### src/rtl/alu_pkg.sv
package alu_pkg;
  typedef enum logic [1:0] {
    OP_AND = 2'b00,
    OP_OR  = 2'b01,
    OP_SUM = 2'b10,
    OP_LT  = 2'b11
  } alu_op_e;
endpackage

### src/rtl/alu_slice.sv
module alu_slice
  import alu_pkg::*;
(
  input  logic    a_i,
  input  logic    b_i,
  input  logic    binv_i,
  input  logic    cin_i,
  input  logic    less_i,
  input  alu_op_e op_i,
  output logic    sum_o,
  output logic    cout_o,
  output logic    res_o
);
  logic b_eff;

  assign b_eff  = b_i ^ binv_i;
  assign sum_o  = a_i ^ b_eff ^ cin_i;
  assign cout_o = (a_i & b_eff) | (a_i & cin_i) | (b_eff & cin_i);

  always_comb begin
    unique case (op_i)
      OP_AND:  res_o = a_i & b_eff;
      OP_OR:   res_o = a_i | b_eff;
      OP_SUM:  res_o = sum_o;
      default: res_o = less_i;
    endcase
  end
endmodule

### src/rtl/alu_zero_detect.sv
module alu_zero_detect #(
  parameter int W = 32
) (
  input  logic [W-1:0] vec_i,
  output logic         zero_o
);
  assign zero_o = ~|vec_i;
endmodule

### src/rtl/alu_bitslice.sv
module alu_bitslice
  import alu_pkg::*;
#(
  parameter int W = 32
) (
  input  logic [W-1:0] a_i,
  input  logic [W-1:0] b_i,
  input  logic [1:0]   op_i,
  input  logic         sub_i,
  output logic [W-1:0] result_o,
  output logic         cout_o,
  output logic         ovf_o,
  output logic         zero_o,
  output logic         set_o
);
  localparam int MSB = W - 1;

  alu_op_e op;
  logic    msb_sum;
  logic    msb_cin;

  assign op = alu_op_e'(op_i);

  for (genvar i = 0; i < W; i++) begin : g_slice
    logic c_in;
    logic c_out;
    logic sum;
    logic res;
    logic less;

    if (i == 0) begin : g_first
      assign c_in = sub_i;
      assign less = msb_sum;   // compare result fed back from top slice
    end else begin : g_rest
      assign c_in = g_slice[i-1].c_out;
      assign less = 1'b0;
    end

    alu_slice u_slice (
      .a_i    (a_i[i]),
      .b_i    (b_i[i]),
      .binv_i (sub_i),
      .cin_i  (c_in),
      .less_i (less),
      .op_i   (op),
      .sum_o  (sum),
      .cout_o (c_out),
      .res_o  (res)
    );

    assign result_o[i] = res;
  end

  assign msb_sum = g_slice[MSB].sum;
  assign msb_cin = g_slice[MSB].c_in;
  assign cout_o  = g_slice[MSB].c_out;
  assign ovf_o   = msb_cin ^ cout_o;
  assign set_o   = msb_sum;

  alu_zero_detect #(.W(W)) u_zero (
    .vec_i  (result_o),
    .zero_o (zero_o)
  );
endmodule

### config.mk
export PLATFORM = sky130hd
export DESIGN_NAME = alu_bitslice
export DESIGN_NICKNAME = d
export VERILOG_FILES = /design/src/rtl/alu_pkg.sv /design/src/rtl/alu_slice.sv /design/src/rtl/alu_zero_detect.sv /design/src/rtl/alu_bitslice.sv
export SDC_FILE = /design/constraint.sdc
export NUM_CORES = 1
export LEC_CHECK = 0
export BUFFER_PORTS_ARGS = -buffer_cell sky130_fd_sc_hd__buf_2
export CAP_MARGIN = 20
export CORE_MARGIN = 10
export CORE_UTILIZATION = 30
export DETAILED_ROUTE_END_ITERATION = 10
export GPL_TIMING_DRIVEN = 0
export PLACE_DENSITY_LB_ADDON = 0.2
export REMOVE_ABC_BUFFERS = 1
export SETUP_SLACK_MARGIN = 0.2
export SLEW_MARGIN = 10
export SYNTH_ARGS = -nofsm -noshare
export SYNTH_HDL_FRONTEND = slang
export SYNTH_HIERARCHICAL = 1
export SYNTH_SLANG_ARGS = --single-unit
### constraint.sdc
create_clock -name vclk -period 47
set_input_delay 2.35 -clock vclk [all_inputs]
set_output_delay 2.35 -clock vclk [all_outputs]
set_load 0.01 [all_outputs]
==> results.ini <==
[route]
vias = 2516
via_per_inst = 3.91
drc = 0
wl_per_cell_um = 12.1
drt_iter0_drc = 20
wirelength_mm = 7.79
drt_pass1_iterations = 4
drtAntennaViolNets = 0

[critical_path]
worstPathArrival_ns = 20.15
crit_buf_inv = 66
crit_path_start_kind = input port
required_ns = 44.65
crit_type = input port to primary output
crit_start = sub_i
cp_max_fo = 12
cp_top_family = adder cells
cpMostUsedCell = inv_1
worst-path-stages = 103
cp_slowest_stage_delay_ns = 0.49
endpoint = zero_o
crit_path_top_delay_cell = fa_1
end_kind = primary output

[floorplanning]
start_util = 0.306
die_y_um = 128
std_cell_rows = 39
die-area_sq_um = 16300
die_w_um = 128
io_pins = 103
core-area_sq_um = 11400

[global_routing]
grt_overflow_total = 0
grt-busiest-layer = met2
grt_pass1_wl_mm = 12.8
grt_max_degree = 34
track_usage = 0.0925
met2_usage = 0.160
grt_antenna_before_repair = 2
grt_use_met3 = 0.0277
met1_usage = 0.118
grt_pass1_vias = 2741

[clock_tree]
cts_hold_buf = 0
cts_setup_buffers = 0
ctsResizeCount = 0

[finish]
drive_above_1_share = 0.276
seq_cells = 0
post-route-cell-area_sq_um = 4100
finalNetCount = 665
register_area_sq_um = 0
clock_buffers = 0
area_delta_synth_final_pct = 17.5
nFillCells = 1234

[timing]
rsz0062_at_grt = false
fin_crit_sh = 0.479
fmax_mhz = 44.5
drv_slew = 0
setup-violations-final = 0
hold_viol = 0
min_period_ns = 22.50
relSlewSlack = 0.369
worst-slew-pin-transition_ns = 0.946
setup_tns_ns = 0

[place]
port_buffers = 103
placed_cell_area_sq_um = 4060
hpwl_mm = 6.85
gp_congestion = 0.753

[power]
vdd_ir_drop_max_mv = 0.00494
powerDensity_nw_per_um2 = 12.4
leakage_nw = 2.55

[yosys]
synth.cell_area_sq_um = 3490
ys.warnings.count = 6
avgSynthCellArea_sq_um = 8.79
ys_types = 11
ys_seq_area_frac = 0
synthCells = 397

[worst_hold_path]
hold_class = input port to primary output

[status]
status = completed

[job]
drv_cap = 0

[area by class of cell]
cell class | count | area [sq um] | share of cell area
multi-input cells | 203 | 2640 | 0.644
inverters | 192 | 721 | 0.176
repair buffers | 105 | 556 | 0.136
well taps | 143 | 179 | 0.0437
diodes | 1 | 2.50 | 0.000611
[layout by cell type, fill, tap and decap left out]
| cell type | count |
|---|---|
| buf_12 | 2 |
| buf_2 | 103 |
| conb_1 | 31 |
| diode_2 | 1 |
| fa_1 | 32 |
| ha_1 | 64 |
| inv_1 | 192 |
| mux4_2 | 32 |
| nand4_1 | 2 |
| nor2_1 | 1 |
| nor4_1 | 7 |
| nor4_2 | 1 |
| xor2_1 | 33 |
[per-layer routing]
layer / wire, um / vias to the layer above
met5: 18 / -
met4: 0 / 2
met3: 682 / 2
met2: 3640 / 67
met1: 3450 / 1181
li1: - / 1264
[cell usage after synthesis, drive strengths merged]
| library cell | instances | share of area |
|---|---|---|
| conb | 1 | 0.0011 |
| inv | 192 | 0.21 |
| ha | 64 | 0.23 |
| mux4 | 32 | 0.21 |
| nand4 | 2 | 0.0036 |
| buf | 32 | 0.069 |
| nor2 | 1 | 0.0011 |
| xor2 | 33 | 0.083 |
| nor4 | 8 | 0.016 |
| fa | 32 | 0.18 |
[cell families after synthesis]
kind of cell             count (synthesis)  synth area share
adder cells (fa/ha/maj)                 96             0.413
XOR/XNOR                                33            0.0829
AND/OR/NAND/NOR                         11            0.0208
multiplexers                            32             0.207
other                                    1           0.00108
buffers and inverters                  224             0.275
[how the worst min path moves through the flow]
stage | from | endpoint | depth (start not counted)
6_report | a_i[31] | cout_o | 5
5_1_grt | a_i[26] | result_o[26] | 4
4_1_cts | a_i[31] | cout_o | 5
3_5_place_dp | a_i[31] | cout_o | 5
3_3_place_gp | a_i[31] | cout_o | 5
2_1_floorplan | op_i[0] | result_o[11] | 1
[metrics by stage]
step	instances	power, mW	worst slack (ns)	utilization	hold WS (ns)
global route	644	0.0594	23.23	0.359	5.31
CTS	641	0.0522	23.56	0.355	5.27
detailed placement	641	0.0520	23.60	0.355	5.27
floorplan	395	0.0333	25.98	-	4.90
global placement	641	0.0502	23.63	0.355	5.26
finish	644	0.0507	24.50	0.359	5.26
[power by group]
part / switching (mW) / internal, mW
Combinational: 0.0277 / 0.0229
Sequential: 0 / 0
Clock: 0 / 0.00000000285
Power figures use the tool's default switching activity.
